`src/rtl/sre_pkg.sv`:
```
package sre_pkg;

    typedef enum logic [2:0] {
        PH_IDLE = 3'd0,
        PH_SOF  = 3'd1,
        PH_DATA = 3'd2,
        PH_CRCL = 3'd3,
        PH_CRCH = 3'd4,
        PH_EOF  = 3'd5
    } sre_phase_e;

    // CRC-16 (reflected form, processed bit 0 first)
    localparam logic [15:0] CRC_PRESET   = 16'hFFFF;
    localparam logic [15:0] CRC_POLY_REV = 16'h8408;

    // Start pattern, bit i is slot i (1 = subcarrier on); the end pattern reads it backwards
    localparam logic [7:0] SOF_SLOTS = 8'hB8;

endpackage

```
`src/rtl/sre_crc.sv`:
```
module sre_crc
    import sre_pkg::*;
(
    input  logic [15:0] crc_in,
    input  logic [7:0]  data_in,
    output logic [15:0] crc_out
);

    logic [15:0] acc;

    always_comb begin
        acc = crc_in ^ {8'h00, data_in};
        for (int i = 0; i < 8; i++) begin
            acc = acc[0] ? ((acc >> 1) ^ CRC_POLY_REV) : (acc >> 1);
        end
        crc_out = acc;
    end

endmodule

```
`src/rtl/sre_subc.sv`:
```
module sre_subc #(
    parameter int DIV = 32
) (
    input  logic clk,
    input  logic rst_n,
    input  logic restart,
    output logic on
);

    localparam int DW = (DIV > 2) ? $clog2(DIV) : 1;
    localparam logic [DW-1:0] CNT_LAST = DW'(DIV - 1);
    localparam logic [DW-1:0] CNT_HALF = DW'(DIV / 2);
    localparam logic [DW-1:0] CNT_ONE  = DW'(1);

    logic [DW-1:0] cnt_d, cnt_q;

    always_comb begin
        if (restart || (cnt_q == CNT_LAST)) begin
            cnt_d = '0;
        end else begin
            cnt_d = cnt_q + CNT_ONE;
        end
        on = (cnt_q < CNT_HALF);
    end

    always_ff @(posedge clk) begin
        if (!rst_n) begin
            cnt_q <= '0;
        end else begin
            cnt_q <= cnt_d;
        end
    end

    AST_SUBC_RESTART: assert property (@(posedge clk) disable iff (!rst_n)
        restart |=> (cnt_q == '0));

endmodule

```
`src/rtl/sre_seq.sv`:
```
module sre_seq
    import sre_pkg::*;
#(
    parameter int HALF_CYC  = 256,
    parameter int SLOW_MULT = 4
) (
    input  logic       clk,
    input  logic       rst_n,
    input  logic       in_valid,
    input  logic [7:0] in_data,
    input  logic       in_last,
    input  logic       dual_sc,
    input  logic       fast_rate,
    output logic       in_ready,
    output logic       active,
    output logic       half_on,
    output logic       half_end,
    output logic       dual_q
);

    localparam int HL_MAX = HALF_CYC * SLOW_MULT;
    localparam int CW     = $clog2(HL_MAX + 1);
    localparam logic [CW-1:0] FAST_LAST = CW'(HALF_CYC - 1);
    localparam logic [CW-1:0] SLOW_LAST = CW'(HL_MAX - 1);
    localparam logic [CW-1:0] CYC_ONE   = CW'(1);

    typedef struct packed {
        sre_phase_e    phase;
        logic [CW-1:0] cyc;
        logic [3:0]    half;
        logic [7:0]    shreg;
        logic [7:0]    hold;
        logic          hold_full;
        logic          last_seen;
        logic [15:0]   crc;
        logic          dual;
        logic          fast;
    } seq_state_t;

    seq_state_t s_d, s_q;

    logic        take;
    logic        seg_end;
    logic        cur_bit;
    logic [3:0]  last_half;
    logic [15:0] crc_seed;
    logic [15:0] crc_next;

    assign crc_seed = (s_q.phase == PH_IDLE) ? CRC_PRESET : s_q.crc;

    sre_crc u_crc (
        .crc_in  (crc_seed),
        .data_in (in_data),
        .crc_out (crc_next)
    );

    always_comb begin
        s_d = s_q;

        active   = (s_q.phase != PH_IDLE);
        in_ready = (s_q.phase == PH_IDLE) ||
                   (((s_q.phase == PH_SOF) || (s_q.phase == PH_DATA)) &&
                    !s_q.hold_full && !s_q.last_seen);
        take     = in_valid && in_ready;

        last_half = ((s_q.phase == PH_SOF) || (s_q.phase == PH_EOF)) ? 4'd7 : 4'd15;
        half_end  = active && (s_q.cyc == (s_q.fast ? FAST_LAST : SLOW_LAST));
        seg_end   = half_end && (s_q.half == last_half);

        cur_bit = s_q.shreg[s_q.half[3:1]];
        case (s_q.phase)
            PH_IDLE: half_on = 1'b0;
            PH_SOF:  half_on = SOF_SLOTS[s_q.half[2:0]];
            PH_EOF:  half_on = SOF_SLOTS[3'd7 - s_q.half[2:0]];
            default: half_on = s_q.half[0] ? cur_bit : ~cur_bit;
        endcase

        // slot timing
        if (active) begin
            if (half_end) begin
                s_d.cyc  = '0;
                s_d.half = seg_end ? 4'd0 : (s_q.half + 4'd1);
            end else begin
                s_d.cyc = s_q.cyc + CYC_ONE;
            end
        end

        // byte intake
        if (take) begin
            s_d.crc       = crc_next;
            s_d.last_seen = in_last;
            if (s_q.phase == PH_IDLE) begin
                s_d.phase     = PH_SOF;
                s_d.cyc       = '0;
                s_d.half      = 4'd0;
                s_d.shreg     = in_data;
                s_d.hold_full = 1'b0;
                s_d.dual      = dual_sc;
                s_d.fast      = fast_rate;
            end else begin
                s_d.hold      = in_data;
                s_d.hold_full = 1'b1;
            end
        end

        // segment sequencing
        if (seg_end) begin
            case (s_q.phase)
                PH_SOF: s_d.phase = PH_DATA;
                PH_DATA: begin
                    if (s_q.hold_full) begin
                        s_d.shreg     = s_q.hold;
                        s_d.hold_full = 1'b0;
                    end else if (take) begin
                        s_d.shreg     = in_data;
                        s_d.hold_full = 1'b0;
                    end else begin
                        s_d.shreg = ~s_q.crc[7:0];
                        s_d.phase = PH_CRCL;
                    end
                end
                PH_CRCL: begin
                    s_d.shreg = ~s_q.crc[15:8];
                    s_d.phase = PH_CRCH;
                end
                PH_CRCH: s_d.phase = PH_EOF;
                PH_EOF: begin
                    s_d.phase     = PH_IDLE;
                    s_d.last_seen = 1'b0;
                    s_d.hold_full = 1'b0;
                end
                default: s_d.phase = PH_IDLE;
            endcase
        end
    end

    always_ff @(posedge clk) begin
        if (!rst_n) begin
            s_q <= '0;
        end else begin
            s_q <= s_d;
        end
    end

    assign dual_q = s_q.dual;

    AST_CFG_HELD: assert property (@(posedge clk) disable iff (!rst_n)
        (active && (s_d.phase != PH_IDLE)) |=> ($stable(s_q.dual) && $stable(s_q.fast)));

    AST_HALF_LEN: assert property (@(posedge clk) disable iff (!rst_n)
        half_end |=> (s_q.cyc == '0));

    AST_START_SOF: assert property (@(posedge clk) disable iff (!rst_n)
        $rose(active) |-> ((s_q.phase == PH_SOF) && (s_q.half == 4'd0) && (s_q.cyc == '0)));

    AST_EOF_RETURNS: assert property (@(posedge clk) disable iff (!rst_n)
        ((s_q.phase == PH_EOF) && seg_end) |=> (!active && in_ready));

    AST_LAST_CLOSES: assert property (@(posedge clk) disable iff (!rst_n)
        (active && s_q.last_seen) |-> !in_ready);

endmodule

```
`src/rtl/subc_resp_encoder.sv`:
```
module subc_resp_encoder
    import sre_pkg::*;
#(
    parameter int LO_DIV    = 32,
    parameter int HI_DIV    = 28,
    parameter int HALF_CYC  = 256,
    parameter int SLOW_MULT = 4
) (
    input  logic       clk,
    input  logic       rst_n,
    input  logic       in_valid,
    output logic       in_ready,
    input  logic [7:0] in_data,
    input  logic       in_last,
    input  logic       dual_sc,
    input  logic       fast_rate,
    output logic       mod_out
);

    localparam int N_SUBC = 2;
    localparam int SUBC_DIV [N_SUBC] = '{LO_DIV, HI_DIV};

    logic              active;
    logic              half_on;
    logic              half_end;
    logic              dual_q;
    logic              sc_restart;
    logic [N_SUBC-1:0] sc_on;

    sre_seq #(
        .HALF_CYC  (HALF_CYC),
        .SLOW_MULT (SLOW_MULT)
    ) u_seq (
        .clk       (clk),
        .rst_n     (rst_n),
        .in_valid  (in_valid),
        .in_data   (in_data),
        .in_last   (in_last),
        .dual_sc   (dual_sc),
        .fast_rate (fast_rate),
        .in_ready  (in_ready),
        .active    (active),
        .half_on   (half_on),
        .half_end  (half_end),
        .dual_q    (dual_q)
    );

    // both subcarriers restart their phase at every slot boundary
    assign sc_restart = half_end | ~active;

    generate
        for (genvar g = 0; g < N_SUBC; g++) begin : g_subc
            sre_subc #(
                .DIV (SUBC_DIV[g])
            ) u_div (
                .clk     (clk),
                .rst_n   (rst_n),
                .restart (sc_restart),
                .on      (sc_on[g])
            );
        end
    endgenerate

    assign mod_out = active & (half_on ? sc_on[0] : (dual_q & sc_on[1]));

endmodule

```
`config.mk`:
```
export PLATFORM = sky130hd
export DESIGN_NAME = subc_resp_encoder
export DESIGN_NICKNAME = d
export VERILOG_FILES = /design/src/rtl/sre_pkg.sv /design/src/rtl/sre_crc.sv /design/src/rtl/sre_subc.sv /design/src/rtl/sre_seq.sv /design/src/rtl/subc_resp_encoder.sv
export SDC_FILE = /design/constraint.sdc
export NUM_CORES = 1
export LEC_CHECK = 0
export BUFFER_PORTS_ARGS = -buffer_cell sky130_fd_sc_hd__buf_2
export CORE_ASPECT_RATIO = 0.75
export CORE_MARGIN = 1
export CORE_UTILIZATION = 62
export CTS_CLUSTER_DIAMETER = 150
export DETAILED_ROUTE_END_ITERATION = 12
export GPL_TIMING_DRIVEN = 0
export PLACE_DENSITY = 0.88
export SYNTH_ARGS = -nofsm -noshare
export SYNTH_HDL_FRONTEND = slang
export SYNTH_HIERARCHICAL = 1
export SYNTH_SLANG_ARGS = --single-unit
```
`constraint.sdc`:
```
create_clock -name clk -period 2.9 [get_ports clk]
set_input_delay 0.58 -clock clk [delete_from_list [all_inputs] [get_ports clk]]
set_output_delay 0.58 -clock clk [all_outputs]
set_load 0.05 [all_outputs]
```
# Word-level counts from Yosys, hierarchy flattened
# Memory sizes are Yosys's and may differ from the RTL's. A register that Yosys moved wholly into a read port is not among the register bits.
# Cells that the tools add are included.
totals:
  regBits: 64
  mem_bits_ro: 16
  input_bits: 14
  out_inout_bits: 2
  wordCells: 110
  memories: 2
memory_table:
  columns: ["name", "words", "width", "rd", "rd_clocked_by_memory_dff", "wr", "line_no", "rtl"]
  rows:
  - ["(no name shown)", 8, 1, 1, 0, 0, "sre_seq.sv:74", "PH_EOF: half_on = SOF_SLOTS[3'd7 - s_q.half[2:0]];"]
  - ["(no name shown)", 8, 1, 1, 1, 0, "sre_seq.sv:73", "PH_SOF: half_on = SOF_SLOTS[s_q.half[2:0]];"]
op_classes:
  addsub: 5
  order_cmp: 5
  n_eq_ne: 9
  mux: 41
  n_bitwise: 18
  reduce_logical: 18
ops:
  columns: ["operator", "count"]
  rows:
  - ["$mux W16", 9]
  - ["$mux W54", 1]
  - ["$mux W8", 4]
  - ["$mux W26", 1]
  - ["$not A2 Y3", 8]
  - ["$not A8 Y8", 2]
  - ["$pmux W8 S2", 1]
  - ["$xor A16 B8 Y16", 1]
  - ["$mux W15", 1]
  - ["$lt A3 B4 Y1 const B", 3]
  - ["$mux W3", 4]
  - ["$mux W4", 3]
  - ["$pmux W3 S4", 1]
  - ["$add A11 B1 Y11 const B", 1]
  - ["$eq A11 B11 Y1", 1]
  - ["$mux W11", 1]
  - ["$add A5 B1 Y5 const B", 2]
  - ["$eq A5 B5 Y1 const B", 2]
  - ["$mux W10", 1]
  - ["$mux W1", 9]
  - ["$eq A3 B2 Y1 const B", 2]
  - ["$eq A3 B3 Y1 const B", 2]
  - ["$logic_and A1 B1 Y1", 5]
  - ["$logic_or A1 B1 Y1", 5]
  - ["18 further kinds", 26]

# Logic depth before layout (Yosys ltp)
depth:
  depth_word: 24
  mapped_depth: 10
  depth_no_buf: 8

# By module
# The synthesis kept the hierarchy.
modules_own_cells:
  columns: ["module", "n_inst", "cells_each", "area_per_inst_um2", "seq_area_each_um2"]
  rows:
  - ["sre_seq", 1, 337, 2907.8, 1101.1]
  - ["sre_crc", 1, 25, 380.4, 0.0]
  - ["sre_subc at g_subc[1].u_div", 1, 22, 225.2, 100.1]
  - ["sre_subc at g_subc[0].u_div", 1, 20, 215.2, 100.1]
  - ["subc_resp_encoder", 1, 4, 23.8, 0.0]

# Least setup slack after synthesis
# OpenSTA, ideal clock, no wires.
synth_path:
  kind: "register -> output"
  startpoint: "register u_seq/s_q[37] (netlist bit)"
  endpoint: "output mod_out"
  arrival_time_ns: 1.988
  path_slack_ns: 0.332
  stages_incl_launch_ff: 8
  n_path_buf: 1
  cell_sequence: "dfxtp_1 -> clkbuf_1 -> mux4_2 -> mux2i_1 -> xnor2_1 -> o22ai_1 -> nand4b_1 -> nand2_1"
synth_via:
  elab_chain_len: 7
  elab_cells_between_ends: 10
  classes_between: "add/sub (1); mux (6); bitwise (2); memory (1)"
synth_lines:
  columns: ["item", "line_no", "rtl"]
  rows:
  - ["start, declared", "sre_seq.sv:40", "seq_state_t s_d, s_q;"]
  - ["start signal, assigned", "sre_seq.sv:139", "s_q <= '0;"]
  - ["start signal, assigned", "sre_seq.sv:141", "s_q <= s_d;"]
  - ["branches (longest 4 deep; another with $sub A3 B3 Y3)", null, null]
  - ["$pmux W1 S3 *", "sre_seq.sv:71", "case (s_q.phase)"]
  - ["named net half_on", "subc_resp_encoder.sv:24", "logic half_on;"]
  - ["$mux W1 *", "subc_resp_encoder.sv:64", "assign mod_out = active & (half_on ? sc_on[0] : (dual_q & sc_on[1]));"]
  - ["$and A1 B1 Y1 *", "subc_resp_encoder.sv:64", null]
  - ["end, declared", "subc_resp_encoder.sv:17", "output logic mod_out"]
# Mark *: on every way through the listed nets, which the timed path passes. The select of a mux whose other input is x is not followed.

# Final worst setup path
# Ends and elaborated chain as after synthesis.

==> flow_summary.json <==
{
  "timing.hold.ws_ns": 0.450,
  "drt_wl_total_mm": 8.70,
  "critical_path.cell_chain": "mux4_2 -> mux2i_1 -> xnor2_1 -> o22ai_1 -> nand4b_1 -> nand2_1 -> buf_6",
  "utilization": 0.715,
  "synth_cells": 408,
  "grt_start_max_net_pins": 13,
  "dp_hpwl_mm": 6.11,
  "synth.yosys.warnings": 6,
  "layout_cell_share_with_drive_strength_beyond_1": 0.144,
  "yosysSeqAreaShare": 0.347,
  "tightest_slew_ns": 0.971,
  "worst_setup_path_end_kind": "output port",
  "clk-insertion-delay-late_ns": 0.35,
  "n_fill_cell": 429,
  "cts_tree": "yes",
  "outcome": "complete, no violations",
  "setup_viol": 0,
  "worstPathArrival_ns": 2.23,
  "portion_of_synthesized_cell_area_occupied_by_the_leading_cell_type": 0.347,
  "die_h_um": 69.4,
  "final_hold_viol_count": 0,
  "netlist-cell-type-count": 52,
  "slew_violations": 0,
  "crit_path_start_kind": "register",
  "slowest_stage": "sky130_fd_sc_hd__mux4_2",
  "track_usage": 0.296,
  "drt-pass1-iter-count": 5,
  "io_buf_count": 15,
  "clk_root_buffer_cell": "sky130_fd_sc_hd__clkbuf_8",
  "dr_total_vias": 3110,
  "synth.ff_latch_count": 65,
  "die_area_um2": 6370,
  "start_util": 0.644,
  "via_count_normalized_by_instance_count": 6.04,
  "cts_hold_buf": 0,
  "critPathKind": "register to output port",
  "synthesis.nets": 427,
  "setup.worst_path.start": "u_seq/s_q[37]",
  "floorplan.io_pins": 16,
  "antenna_violating_nets_post_route": 0,
  "endpoint": "mod_out",
  "grt_residual_overflow": 0,
  "rows": 24,
  "cts_post_setup_buffers_inserted": 0,
  "relSlewSlack": 0.343,
  "netlist_area_um2": 3750,
  "synth_enable_flop_cells": 0,
  "reg2reg_slack_ns": 0.28,
  "clock_sink_count": 65,
  "route.detailed.wl_per_inst_um": 16.9,
  "synth.largest_area_cell": "sky130_fd_sc_hd__dfxtp_1",
  "critical_path.reg2reg.endpoint": "u_seq/s_q[33]",
  "r2r_start": "u_seq/s_q[53]",
  "grt_setup_unrepaired": "true",
  "clock.fmax_mhz": 356,
  "worst-path-max-fanout": 7,
  "num-nets-final": 451,
  "timing.critical_path.slowest_cell_delay_ns": 0.52,
  "fp.coreArea_um2": 5830,
  "placer_congestion": 0.870,
  "grt_first_pass_wirelength_mm": 14.5,
  "clockBufferDepth": 2,
  "antenna_found_initial": 0,
  "synth_area_per_cell_um2": 9.20,
  "ys_top_cells_by_count": "65 x sky130_fd_sc_hd__dfxtp_1, 39 x sky130_fd_sc_hd__nor2_1, 24 x sky130_fd_sc_hd__nand2b_1",
  "skew_ns": 0.00509,
  "flow.area_growth_from_synthesis_pct": 11.1,
  "fp.dieW_um": 91.8,
  "postSynth.asyncResetShare": 0,
  "layout_min_cycle_time_ns": 2.81,
  "cellPowerDensity_nw_per_um2": 593,
  "post-synth-top-count-cell": "sky130_fd_sc_hd__dfxtp_1",
  "r2r_cells": 7,
  "maxCapViolCount": 0,
  "htreeDepth": 3,
  "cts_made_buffers": 9,
  "ys_top_cells_by_area": "sky130_fd_sc_hd__dfxtp_1 35%, sky130_fd_sc_hd__mux2i_1 6.1%, sky130_fd_sc_hd__nand2b_1 4.0%, sky130_fd_sc_hd__nor2_1 3.9%, sky130_fd_sc_hd__xnor2_1 3.7%",
  "remaining_drc_errors": 0,
  "dominantRegCellSynth": "sky130_fd_sc_hd__dfxtp_1",
  "antenna-diode-count": 0,
  "grt_pass1_vias": 2924,
  "clkTransAtPathRegs_ns": 0.07,
  "total_leakage_power_uw": 0.00163,
  "worstHoldPathType": "register to register",
  "min_period_over_period": 0.970,
  "required_ns": 2.32,
  "drtIter0Drc": 287,
  "power.ir.vdd_worst_mv": 0.344
}
layout by cell type (no fill, tap or decap), types with 4 or more instances in the layout:
master / netlist / layout
sky130_fd_sc_hd__dfxtp_1: 65 / 63
sky130_fd_sc_hd__nor2_1: 39 / 39
sky130_fd_sc_hd__nand2b_1: 24 / 24
sky130_fd_sc_hd__mux2i_1: 23 / 23
sky130_fd_sc_hd__o21ai_0: 23 / 23
sky130_fd_sc_hd__nor2b_1: 22 / 22
sky130_fd_sc_hd__nand2_1: 18 / 18
sky130_fd_sc_hd__buf_2: 3 / 17
sky130_fd_sc_hd__xnor2_1: 16 / 16
sky130_fd_sc_hd__a21oi_1: 16 / 16
sky130_fd_sc_hd__clkbuf_1: 18 / 15
sky130_fd_sc_hd__clkbuf_8: 0 / 11
sky130_fd_sc_hd__mux2_2: 10 / 10
sky130_fd_sc_hd__a31oi_1: 10 / 10
sky130_fd_sc_hd__xor2_1: 10 / 10
sky130_fd_sc_hd__a21boi_0: 9 / 9
sky130_fd_sc_hd__nand3_1: 8 / 8
sky130_fd_sc_hd__inv_1: 8 / 8
sky130_fd_sc_hd__a211o_1: 8 / 8
sky130_fd_sc_hd__a21o_1: 8 / 8
sky130_fd_sc_hd__nor3_1: 6 / 6
sky130_fd_sc_hd__ha_1: 5 / 5
sky130_fd_sc_hd__or3_1: 5 / 5
sky130_fd_sc_hd__xnor3_1: 5 / 5
sky130_fd_sc_hd__nand4_1: 4 / 4
sky130_fd_sc_hd__xnor2_2: 4 / 4
cells by family after synthesis:
| group | count (synthesis) | synth area share |
|---|---|---|
| buf+inv | 33 | 0.0363 |
| simple gates | 146 | 0.213 |
| mux | 35 | 0.103 |
| flops | 65 | 0.347 |
| fa+ha+maj | 5 | 0.0167 |
| compound gates | 85 | 0.148 |
| xor+xnor | 39 | 0.135 |
per-layer routing:
metal | vias to the layer above | global-route usage | routed length (um)
met1 | 1468 | 0.401 | 3900
met5 | - | 0 | 0
met3 | 18 | 0.101 | 726
met2 | 143 | 0.448 | 3900
li1 | 1481 | - | -
met4 | 0 | 0.0903 | 171
critical path, delay by kind of cell (launching register included):
kind | cells | cell delay (ns)
XOR/XNOR | 1 | 0.14
multiplexers | 2 | 0.72
AND/OR/NAND/NOR | 2 | 0.32
buffers and inverters | 1 | 0.17
flip-flops | 1 | 0.40
AO/OA/AOI/OAI | 1 | 0.12
power breakdown:
group          internal, uW  total [uW]  switching, uW  leakage (uW)
clock network           528         882            354      0.000115
logic                   293         562            269      0.000978
registers               968        1030           60.4      0.000532
total                  1790        2470            684       0.00163
flip-flops by register name, indices dropped and copies added (netlist names), named ones only:
name	flops
u_seq/dual_q	1
u_seq/s_q	53
g_subc.u_div/cnt_q	10
worst min path at each step:
| stage | startpoint | endpoint | slack, ns | cells after the start |
|---|---|---|---|---|
| 2_1_floorplan | g_subc[0].u_div/cnt_q[0] | g_subc[0].u_div/cnt_q[0] | 0.42 | 1 |
| 3_3_place_gp | g_subc[1].u_div/cnt_q[0] | g_subc[1].u_div/cnt_q[0] | 0.43 | 1 |
| 3_5_place_dp | g_subc[1].u_div/cnt_q[0] | g_subc[1].u_div/cnt_q[0] | 0.44 | 1 |
| 4_1_cts | g_subc[1].u_div/cnt_q[0] | g_subc[1].u_div/cnt_q[0] | 0.45 | 1 |
| 5_1_grt | g_subc[1].u_div/cnt_q[0] | g_subc[1].u_div/cnt_q[0] | 0.48 | 1 |
| 6_report | g_subc[1].u_div/cnt_q[0] | g_subc[1].u_div/cnt_q[0] | 0.45 | 1 |
cell type report:
cell class                      count  area [um^2]  share of cell area
Multi-Input combinational cell    310         2320               0.557
Inverter                            8         30.0             0.00721
Clock buffer                       11          151              0.0363
Buffer                             23          100              0.0240
Timing Repair Buffer               15         81.3              0.0195
Clock inverter                      5         77.6              0.0186
Sequential cell                    65         1310               0.313
Tap cell                           78         97.6              0.0234
per-stage QoR:
stage / setup TNS, ns / total power (uW) / instance area [um^2] / worst slack (ns) / std cells
finish: 0 / 2470 / 4170 / 0.0880 / 515
global route: -0.00691 / 2580 / 4170 / -0.00691 / 515
CTS: 0 / 2480 / 4150 / 0.0186 / 515
detailed placement: 0 / 1590 / 3930 / 0.167 / 501
global placement: 0 / 1570 / 3930 / 0.189 / 501
floorplan: 0 / 1470 / 3750 / 0.332 / 408
repair_timing:
action	4_1_cts	5_1_grt
endpoints found under the setup margin	1	8
resized for setup	2	6
pin swaps	0	0
Note: power is estimated with default switching activity, not from simulation.
